===== config.mk =====
export PLATFORM = sky130hd
export DESIGN_NAME = addr_bus_arbiter
export DESIGN_NICKNAME = d
export VERILOG_FILES = /design/src/rtl/abarb_pkg.sv /design/src/rtl/abarb_tenure.sv /design/src/rtl/abarb_retry.sv /design/src/rtl/abarb_grant.sv /design/src/rtl/addr_bus_arbiter.sv
export SDC_FILE = /design/constraint.sdc
export NUM_CORES = 1
export LEC_CHECK = 0
export BUFFER_PORTS_ARGS = -buffer_cell sky130_fd_sc_hd__buf_2
export CORE_MARGIN = 2
export CORE_UTILIZATION = 45
export CTS_BUF_LIST = sky130_fd_sc_hd__clkbuf_4
export DETAILED_ROUTE_END_ITERATION = 12
export PLACE_DENSITY = 0.65
export SYNTH_ARGS = -nofsm -noshare
export SYNTH_HDL_FRONTEND = slang
export SYNTH_SLANG_ARGS = --single-unit

===== constraint.sdc =====
create_clock -name clk -period 2.1 [get_ports clk]
set_input_delay 0.105 -clock clk [delete_from_list [all_inputs] [get_ports clk]]
set_output_delay 0.105 -clock clk [all_outputs]
set_load 0.005 [all_outputs]

===== src/rtl/abarb_pkg.sv =====
package abarb_pkg;

  // How the grant unit forms its next grant vector.
  typedef enum logic [1:0] {
    SEL_NORMAL = 2'd0,
    SEL_RETRY  = 2'd1,
    SEL_PUSH   = 2'd2
  } sel_mode_e;

  localparam int unsigned DEF_MASTERS = 2;

endpackage


===== src/rtl/abarb_tenure.sv =====
module abarb_tenure #(
  parameter int unsigned N  = 2,
  parameter int unsigned IW = 1
) (
  input  logic          clk,
  input  logic          rst_n,
  input  logic          start,
  input  logic          ack,
  input  logic [N-1:0]  gnt,
  input  logic          retry_hit,
  output logic          busy,
  output logic [IW-1:0] cur_owner,
  output logic          win_valid,
  output logic [IW-1:0] win_owner
);

  logic          busy_q, busy_d;
  logic [IW-1:0] own_q, own_d;
  logic          ackd_q, ackd_d;
  logic [IW-1:0] wown_q, wown_d;
  logic          cancel_q, cancel_d;
  logic          ign_q, ign_d;
  logic [IW-1:0] gidx;

  always_comb begin
    gidx = '0;
    for (int i = 0; i < N; i++) begin
      if (gnt[i]) gidx = IW'(i);
    end
  end

  always_comb begin
    busy_d   = busy_q;
    own_d    = own_q;
    cancel_d = cancel_q;
    if (start) begin
      busy_d = 1'b1;
      own_d  = gidx;
    end else if (ack) begin
      busy_d = 1'b0;
    end
    ackd_d = ack && busy_q;
    wown_d = own_q;
    ign_d  = ack && busy_q && cancel_q;
    if (ack && busy_q) cancel_d = 1'b0;
    if (retry_hit && (start || busy_q)) cancel_d = 1'b1;
  end

  always_ff @(posedge clk or negedge rst_n) begin
    if (!rst_n) begin
      busy_q   <= 1'b0;
      own_q    <= '0;
      ackd_q   <= 1'b0;
      wown_q   <= '0;
      cancel_q <= 1'b0;
      ign_q    <= 1'b0;
    end else begin
      busy_q   <= busy_d;
      own_q    <= own_d;
      ackd_q   <= ackd_d;
      wown_q   <= wown_d;
      cancel_q <= cancel_d;
      ign_q    <= ign_d;
    end
  end

  assign busy      = busy_q;
  assign cur_owner = own_q;
  assign win_valid = ackd_q && !ign_q;
  assign win_owner = wown_q;

  // a sampled start leaves a tenure open in the next cycle
  a_r4_start_opens: assert property (@(posedge clk) disable iff (!rst_n)
    start |=> busy_q);

  // a retry window only follows a cycle in which an open tenure was acknowledged
  a_r5_window_after_ack: assert property (@(posedge clk) disable iff (!rst_n)
    win_valid |-> $past(ack));

endmodule


===== src/rtl/abarb_retry.sv =====
module abarb_retry #(
  parameter int unsigned N  = 2,
  parameter int unsigned IW = 1
) (
  input  logic          clk,
  input  logic          rst_n,
  input  logic [N-1:0]  req,
  input  logic          artry_in,
  input  logic          ack,
  input  logic          busy,
  input  logic [IW-1:0] cur_owner,
  input  logic          win_valid,
  input  logic [IW-1:0] win_owner,
  output logic          retry_hit,
  output logic          window,
  output logic          push_go,
  output logic [IW-1:0] push_tgt,
  output logic          push_pend,
  output logic [IW-1:0] retried
);

  logic          window_q, window_d;
  logic          pend_q, pend_d;
  logic [IW-1:0] pm_q, pm_d;
  logic [IW-1:0] rt_q, rt_d;
  logic          hit;
  logic [IW-1:0] hidx;
  logic          push_done;

  // lowest-numbered requester other than the retried master
  always_comb begin
    hit  = 1'b0;
    hidx = '0;
    for (int i = N-1; i >= 0; i--) begin
      if (req[i] && (IW'(i) != rt_q)) begin
        hit  = 1'b1;
        hidx = IW'(i);
      end
    end
  end

  always_comb begin
    retry_hit = win_valid && artry_in && !window_q && !pend_q;
    push_done = pend_q && ack && busy && (cur_owner == pm_q);
    push_go   = (window_q && hit) || (pend_q && !push_done);
    push_tgt  = window_q ? hidx : pm_q;
  end

  always_comb begin
    window_d = retry_hit;
    rt_d     = retry_hit ? win_owner : rt_q;
    pend_d   = pend_q;
    pm_d     = pm_q;
    if (push_done) pend_d = 1'b0;
    if (window_q && hit) begin
      pend_d = 1'b1;
      pm_d   = hidx;
    end
  end

  always_ff @(posedge clk or negedge rst_n) begin
    if (!rst_n) begin
      window_q <= 1'b0;
      pend_q   <= 1'b0;
      pm_q     <= '0;
      rt_q     <= '0;
    end else begin
      window_q <= window_d;
      pend_q   <= pend_d;
      pm_q     <= pm_d;
      rt_q     <= rt_d;
    end
  end

  assign window    = window_q;
  assign push_pend = pend_q;
  assign retried   = rt_q;

  // the request window lasts exactly one cycle
  a_r5_window_single: assert property (@(posedge clk) disable iff (!rst_n)
    window_q |=> !window_q);

  // no new retry is recognised while a push is outstanding
  a_r9_no_retry_in_push: assert property (@(posedge clk) disable iff (!rst_n)
    pend_q |-> !retry_hit);

endmodule


===== src/rtl/abarb_grant.sv =====
module abarb_grant
  import abarb_pkg::*;
#(
  parameter int unsigned N  = 2,
  parameter int unsigned IW = 1
) (
  input  logic          clk,
  input  logic          rst_n,
  input  logic [N-1:0]  req,
  input  logic          ack,
  input  logic          busy,
  input  logic          retry_hit,
  input  logic          push_go,
  input  logic [IW-1:0] push_tgt,
  output logic [N-1:0]  gnt
);

  logic [N-1:0]  gnt_q, gnt_d;
  logic [IW-1:0] park_q, park_d;
  logic [N-1:0]  tgt_oh, pick_oh, park_oh;
  logic          free;
  sel_mode_e     mode;

  always_comb begin
    tgt_oh  = '0;
    park_oh = '0;
    for (int i = 0; i < N; i++) begin
      tgt_oh[i]  = (IW'(i) == push_tgt);
      park_oh[i] = (IW'(i) == park_q);
    end
  end

  // fixed priority: lowest index wins
  always_comb begin
    pick_oh = '0;
    for (int i = N-1; i >= 0; i--) begin
      if (req[i]) begin
        pick_oh    = '0;
        pick_oh[i] = 1'b1;
      end
    end
  end

  always_comb begin
    free = !busy || ack;
    if (retry_hit)    mode = SEL_RETRY;
    else if (push_go) mode = SEL_PUSH;
    else              mode = SEL_NORMAL;
  end

  always_comb begin
    gnt_d = gnt_q;
    unique case (mode)
      SEL_RETRY: gnt_d = '0;
      SEL_PUSH:  gnt_d = (free || (gnt_q == tgt_oh)) ? tgt_oh : '0;
      default: begin
        if (!free)               gnt_d = gnt_q;
        else if (|(gnt_q & req)) gnt_d = gnt_q;
        else if (|req)           gnt_d = pick_oh;
        else                     gnt_d = park_oh;
      end
    endcase
  end

  always_comb begin
    park_d = park_q;
    for (int i = 0; i < N; i++) begin
      if (gnt_d[i]) park_d = IW'(i);
    end
  end

  always_ff @(posedge clk or negedge rst_n) begin
    if (!rst_n) begin
      gnt_q  <= {{(N-1){1'b0}}, 1'b1};
      park_q <= '0;
    end else begin
      gnt_q  <= gnt_d;
      park_q <= park_d;
    end
  end

  assign gnt = gnt_q;

  // never more than one grant
  a_r2_single_grant: assert property (@(posedge clk) disable iff (!rst_n)
    $onehot0(gnt_q));

  // an open, unacknowledged tenure keeps the grant or leaves it empty
  a_r4_no_handover: assert property (@(posedge clk) disable iff (!rst_n)
    (busy && !ack) |=> ((gnt_q == $past(gnt_q)) || (gnt_q == '0)));

endmodule


===== src/rtl/addr_bus_arbiter.sv =====
module addr_bus_arbiter #(
  parameter int unsigned N_MST = abarb_pkg::DEF_MASTERS
) (
  input  logic             clk,
  input  logic             rst_n,
  input  logic [N_MST-1:0] bus_req,
  input  logic             tenure_start,
  input  logic             addr_ack,
  input  logic             addr_retry,
  output logic [N_MST-1:0] bus_gnt
);

  localparam int unsigned IW = (N_MST > 1) ? $clog2(N_MST) : 1;

  logic          busy;
  logic [IW-1:0] cur_owner;
  logic          win_valid;
  logic [IW-1:0] win_owner;
  logic          retry_hit;
  logic          window;
  logic          push_go;
  logic [IW-1:0] push_tgt;
  logic          push_pend;
  logic [IW-1:0] retried;

  abarb_tenure #(.N(N_MST), .IW(IW)) u_tenure (
    .clk       (clk),
    .rst_n     (rst_n),
    .start     (tenure_start),
    .ack       (addr_ack),
    .gnt       (bus_gnt),
    .retry_hit (retry_hit),
    .busy      (busy),
    .cur_owner (cur_owner),
    .win_valid (win_valid),
    .win_owner (win_owner)
  );

  abarb_retry #(.N(N_MST), .IW(IW)) u_retry (
    .clk       (clk),
    .rst_n     (rst_n),
    .req       (bus_req),
    .artry_in  (addr_retry),
    .ack       (addr_ack),
    .busy      (busy),
    .cur_owner (cur_owner),
    .win_valid (win_valid),
    .win_owner (win_owner),
    .retry_hit (retry_hit),
    .window    (window),
    .push_go   (push_go),
    .push_tgt  (push_tgt),
    .push_pend (push_pend),
    .retried   (retried)
  );

  abarb_grant #(.N(N_MST), .IW(IW)) u_grant (
    .clk       (clk),
    .rst_n     (rst_n),
    .req       (bus_req),
    .ack       (addr_ack),
    .busy      (busy),
    .retry_hit (retry_hit),
    .push_go   (push_go),
    .push_tgt  (push_tgt),
    .gnt       (bus_gnt)
  );

  // a pending push keeps the retried master off the bus
  a_r7_retried_held: assert property (@(posedge clk) disable iff (!rst_n)
    push_pend |-> !bus_gnt[retried]);

  // a recognised retry empties the grant on the next cycle
  a_r5_grant_dropped: assert property (@(posedge clk) disable iff (!rst_n)
    retry_hit |=> (bus_gnt == '0));

  // the all-zero window never carries a grant
  a_r5_window_empty: assert property (@(posedge clk) disable iff (!rst_n)
    window |-> (bus_gnt == '0));

  // an idle bus keeps its parked grant
  a_r3_parked: assert property (@(posedge clk) disable iff (!rst_n)
    (!busy && (bus_req == '0) && (bus_gnt != '0) && !retry_hit && !push_go)
      |=> $stable(bus_gnt));

endmodule


==> run_results.csv, run 1 <==
group,metric,value,unit
clock_network,cts.reportedPaths.clkPinSlew,80,ps
floorplanning,initial_core_util,48.2,%
global_route,gr-usage-met3,3.19,%
global_route,gr-total-overflow,0,
detailed_routing,wl_per_cell,12.2,µm
detailed_routing,ant_nets,0,
synthesis,avgSynthCellArea,10.4,µm²
placement,dpl_cell_area,678,µm²
power,leakagePower,0.355,nW
sta,maxSlewHeadroom,81.0,%
final_layout,syn2layout_area_growth,14.2,%
synthesis,synth_nets,67,
sta,period_share,65.1,%
global_route,first_global_vias,434,
placement,numPortBuffers,8,
final_layout,drive_gt1_share,30.6,%
synthesis,yosysSeqAreaShare,52.1,%
critical_path,critical_path.max_fanout,4,
synthesis,yosys.area.top_type,"dfrtp_1",
synthesis,synth_most_common_cell,"dfrtp_1",
critical_path,slowest_delay,430,ps
final_layout,regArea,327,µm²
floorplanning,num_rows,13,
detailed_routing,viasPerCell,5.14,
critical_path,critPathLaunchType,"register",
clock_network,clkSinkCount,13,
outcome,status,"completed",
sta,fin_worst_skew,3.53,ps
synthesis,synthesis.instances,60,
synthesis,synth_area,627,µm²
sta,final.min_clock_period,1370,ps
detailed_routing,totalWireLength,1060,µm
critical_path,path_cells,"xor2_1, o21ai_1, nand2_2, mux2_4, o21bai_2",
critical_path,crit_type,"reg2reg",
hold_path,min_path_cells,2,
clock_network,clkLatencyLatePin,280,ps
synthesis,synth_top_area_share,47.9,%
sta,setup-violations-final,0,
placement,gp_congestion,0.828,
critical_path,worstPathArrival,1580,ps
sta,hold_viol,0,
global_route,globalRouteMet1Util,22.8,%
floorplanning,die_h,41.3,µm
detailed_routing,vias,447,
power,ir_drop,0.597,mV
global_route,grt_usage,17.8,%
global_route,antenna_found_initial,0,
sta,slew_violations,0,
global_route,met2_usage,27.3,%
critical_path,rr_worst_depth,5,
synthesis,synth-main-ff-cell,"dfrtp_1",
final_layout,fill_cells,117,
floorplanning,fp.dieW,41.3,µm
sta,fin_tns_setup,0,ps
sta,rsz0062_at_grt,"no",
detailed_routing,first_pass_iters,4,
sta,worstMarginPinSlew,284,ps
synthesis,yosys-top-cells-area,"dfrtp_1 (48%), mux2_4 (4.8%), nand2_1 (4.8%)",
clock_network,clock_tree.root_cell,"clkbuf_4",
synthesis,yosysUniqueCellTypes,27,
clock_network,cts_buffers,3,
hold_path,hold_class,"in2reg",
clock_network,cts.htree.levels,1,
final_layout,fin_nets,80,
clock_network,post_cts_buffers,0,
placement,dp_hpwl,827,µm
floorplanning,dieArea,1710,µm²
synthesis,synth_edf_count,0,
final_layout,largest_register_ffs,2,
clock_network,cts_tree,"done",
global_route,grt_pass1_wl,1860,µm
floorplanning,design.core.area,1300,µm²
final_layout,final_cell_area,716,µm²
final_layout,multi_input_area,282,µm²
critical_path,slowest_stage,"dfrtp_1",
synthesis,synth.top_cells.by_count,"dfrtp_1 (12), nand2_1 (8), nor2_1 (4), o21ai_0 (4)",
job,maxCapViolCount,0,
sta,fmax,0.731,GHz
detailed_routing,drt_iter0_markers,10,
synthesis,async_flop_share,100,%
power,powerDensity,1120,nW/µm²
critical_path,endpoint_kind,"register",
floorplanning,io_pins,9,
synthesis,synth_seq_cells,13,
clock_network,clockBufferDepth,2,
detailed_routing,drc_errors,0,
synthesis,ys_warn_count,0,
final_layout,antennaDiodeCount,0,
global_route,grt_most_used_layer,"met2",
critical_path,cp.required,2310,ps
final_layout,final_util,55.0,%
global_route,grt_max_degree,14,
[area by class of cell]
class / instances / share of cell area [%]
clock buffer: 3 / 3.15
tap: 15 / 2.62
multi-input combinational: 43 / 39.3
sequential: 13 / 45.6
inverter: 3 / 1.57
timing repair buffer: 9 / 6.99
clock inverter: 1 / 0.699
[power breakdown]
group / switching (mW) / leakage (nW) / internal (mW)
Combinational: 0.109 / 0.183 / 0.132
Sequential: 0.0731 / 0.154 / 0.335
Clock: 0.0827 / 0.0177 / 0.0707
Total: 0.265 / 0.355 / 0.538
[routing by layer]
layer  routed length [µm]  vias up
met4                   24        0
li1                     -      226
met3                   45        3
met5                    0        -
met1                  511      209
met2                  482        9
[per-stage QoR]
stage                     instances  setup WS, ps  hold slack (ps)  total power [mW]
after global placement           82           778             3.92             0.659
after floorplan                  60           859             -191             0.593
after global routing             87           662             78.8             0.869
after CTS                        87           720             59.9             0.813
after detailed placement         82           740            -1.29             0.659
final                            87           732             56.4             0.803
[layout by cell type, fill, tap and decap left out, types with 2 or more instances in the layout]
master	netlist	routed
dfrtp_1	12	12
nand2_1	8	8
buf_2	0	8
nor2_1	4	4
o21ai_0	4	4
nand2b_1	3	3
a21oi_1	3	3
clkbuf_4	0	3
nor2b_1	2	2
inv_1	2	2
mux2i_1	2	2
mux2_4	2	2
o21ai_1	2	2
[critical path: cells and delay by family, from the launching register on]
family,cells,cell delay (ps)
compound gates,2,270
xor+xnor,1,170
flops,1,430
mux,1,320
simple gates,1,110
[logic make-up after synthesis]
kind of cell | count (synthesis) | synth area share, %
muxes | 5 | 9.78
buffers and inverters | 4 | 2.99
AOI/OAI and AO/OA | 13 | 12.8
xor gates and xnor gates | 1 | 1.40
and+or+nand+nor | 24 | 21.0
DFF | 13 | 52.1
[worst paths after layout]
| kind | from | slack (ps) | endpoint |
|---|---|---|---|
| worst max-delay path | u_retry.pm_q$_DFFE_PN0P_ | 730 | u_grant.park_q$_DFFE_PN0P_ |
| worst max register to register | u_retry.pm_q$_DFFE_PN0P_ | 730 | u_grant.park_q$_DFFE_PN0P_ |
| worst min register to register | u_tenure.cur_owner$_DFFE_PN0P_ | 450 | u_tenure.win_owner$_DFF_PN0_ |
| max in group asynchronous | rst_n | 1590 | u_grant.gnt[0]$_DFF_PN1_ |
| worst min-delay path | tenure_start | 60 | u_tenure.busy$_DFFE_PN0P_ |
| min in group asynchronous | rst_n | 230 | u_tenure.ign_q$_DFF_PN0_ |
[repair_timing]
action                    in CTS  in global routing
hold buffers                   1                  0
resized for setup              0                  0
hold endpoints to repair      13                  0
No activity file was read; power rests on OpenSTA's default activity.
==> run 2, diff against run 1 <==
clock period = 1.3 ns   (was 2.1 ns; I/O delays follow)
==> run_results.csv, run 2 (same netlist as run 1, synthesis figures left out) <==
group,metric,value,unit
detailed_routing,drt_iter0_markers,4,
final_layout,final_cell_mix,"buf_4 (12), dfrtp_1 (12), nand2_1 (8), buf_2 (8)",
final_layout,syn2layout_area_growth,32.3,%
sta,maxSlewHeadroom,80.7,%
outcome,status,"complete, but fails checks",
placement,dpl_cell_area,716,µm²
critical_path,crit_type,"reg2reg",
detailed_routing,drc_errors,0,
critical_path,endpoint_kind,"register",
clock_network,clkSinkCount,13,
sta,hold_viol,0,
detailed_routing,vias,486,
clock_network,cts.reportedPaths.clkPinSlew,80,ps
floorplanning,num_rows,13,
floorplanning,initial_core_util,48.2,%
job,maxCapViolCount,0,
power,total_power,1.53,mW
global_route,first_global_vias,427,
placement,gp_congestion,0.796,
global_route,grt_pass1_wl,1830,µm
global_route,grt_max_degree,14,
final_layout,fill_cells,108,
detailed_routing,viasPerCell,4.91,
sta,rsz0062_at_grt,"yes",
floorplanning,io_pins,9,
global_route,gr-total-overflow,0,
critical_path,critPathLaunchType,"register",
clock_network,clkLatencyLatePin,270,ps
detailed_routing,ant_nets,0,
sta,fin_worst_skew,6.38,ps
hold_path,hold_class,"in2reg",
floorplanning,design.core.area,1300,µm²
power,ir_drop,1.04,mV
critical_path,worstPathArrival,1510,ps
final_layout,drive_gt1_share,45.2,%
sta,fin_tns_setup,-7.20,ps
global_route,antenna_found_initial,0,
global_route,grt_usage,17.4,%
detailed_routing,wl_per_cell,12.3,µm
outcome,failed_checks,"negative setup slack",
critical_path,critical_path.max_fanout,3,
clock_network,cts_buffers,3,
sta,slew_violations,0,
clock_network,cts_tree,"done",
detailed_routing,totalWireLength,1220,µm
clock_network,cts.htree.levels,1,
power,leakagePower,0.418,nW
final_layout,fin_nets,92,
floorplanning,dieArea,1710,µm²
floorplanning,fp.dieW,41.3,µm
sta,period_share,101,%
power,powerDensity,1840,nW/µm²
clock_network,clockBufferDepth,2,
final_layout,antennaDiodeCount,0,
floorplanning,die_h,41.3,µm
sta,setup-violations-final,1,
final_layout,largest_register_ffs,2,
sta,worstMarginPinSlew,290,ps
sta,final.setup.worst_slack,-7.20,ps
placement,numPortBuffers,8,
placement,dp_hpwl,908,µm
sta,final.min_clock_period,1310,ps
clock_network,clock_tree.root_cell,"clkbuf_4",
final_layout,final_cell_area,830,µm²
detailed_routing,first_pass_iters,4,
critical_path,cp.required,1500,ps
sta,fmax,0.765,GHz
run 2: through the flow:
stage / setup WS, ps / utilization [%] / std cells / hold WS, ps
6_report: -7.20 / 63.7 / 99 / 37.8
5_1_grt: -49.7 / 63.7 / 99 / 24.8
4_1_cts: -9.18 / 59.2 / 94 / 30.6
3_5_place_dp: -36.2 / 55.0 / 87 / -31.3
3_3_place_gp: -11.4 / 55.0 / 87 / -35.1
2_1_floorplan: 58.6 / - / 60 / -231
run 2: layout make-up:
| class | instances | area [µm²] | area share (%) |
|---|---|---|---|
| well taps | 15 | 18.8 | 2.26 |
| repair buffers | 21 | 140 | 16.9 |
| clock buffers | 4 | 30.0 | 3.62 |
| inverters | 3 | 11.3 | 1.36 |
| flip-flops and latches | 13 | 327 | 39.4 |
| multi-input cells | 43 | 303 | 36.5 |
run 2: per-layer routing:
| layer | wire (µm) | global-route usage, % | vias up |
|---|---|---|---|
| met5 | 0 | 0 | - |
| li1 | - | - | 249 |
| met2 | 593 | 28.9 | 8 |
| met1 | 570 | 20.2 | 229 |
| met4 | 0 | 2.42 | 0 |
| met3 | 51 | 9.57 | 0 |
run 2: repair_timing:
action / in CTS / in global routing
setup endpoints to repair: 1 / 2
hold buffers: 1 / 0
endpoints found under the hold margin: 13 / 0
buffers inserted: 2 / 5
resized for setup: 0 / 7
pin swaps: 0 / 5
run 2: path summary, 6_finish.rpt:
| check | from | to | slack (ps) | depth (start not counted) |
|---|---|---|---|---|
| worst min-delay path | tenure_start | u_tenure.busy$_DFFE_PN0P_ | 40 | 2 |
| worst min register to register | u_tenure.win_owner$_DFF_PN0_ | u_retry.retried$_DFFE_PN0P_ | 440 | 2 |
| worst max register to register | u_tenure.cur_owner$_DFFE_PN0P_ | u_grant.park_q$_DFFE_PN0P_ | -7 | 5 |
| max in group asynchronous | rst_n | u_grant.gnt[0]$_DFF_PN1_ | 820 | 2 |
| worst max-delay path | u_tenure.cur_owner$_DFFE_PN0P_ | u_grant.park_q$_DFFE_PN0P_ | -7 | 5 |
| min in group asynchronous | rst_n | u_grant.park_q$_DFFE_PN0P_ | 200 | 2 |
run 2: power breakdown:
group	total, mW	leakage (nW)	internal, mW	switching (mW)
sequential	0.645	0.154	0.542	0.103
clock	0.258	0.0184	0.140	0.118
combinational	0.626	0.246	0.369	0.256
run 2: worst max-delay path, cell delays in order, from the launching register on:
cell and delay (ps):
dfrtp_1 400, xor2_1 160, o21ai_1 160, nand2_2 100, mux2_4 320, o21bai_4 100
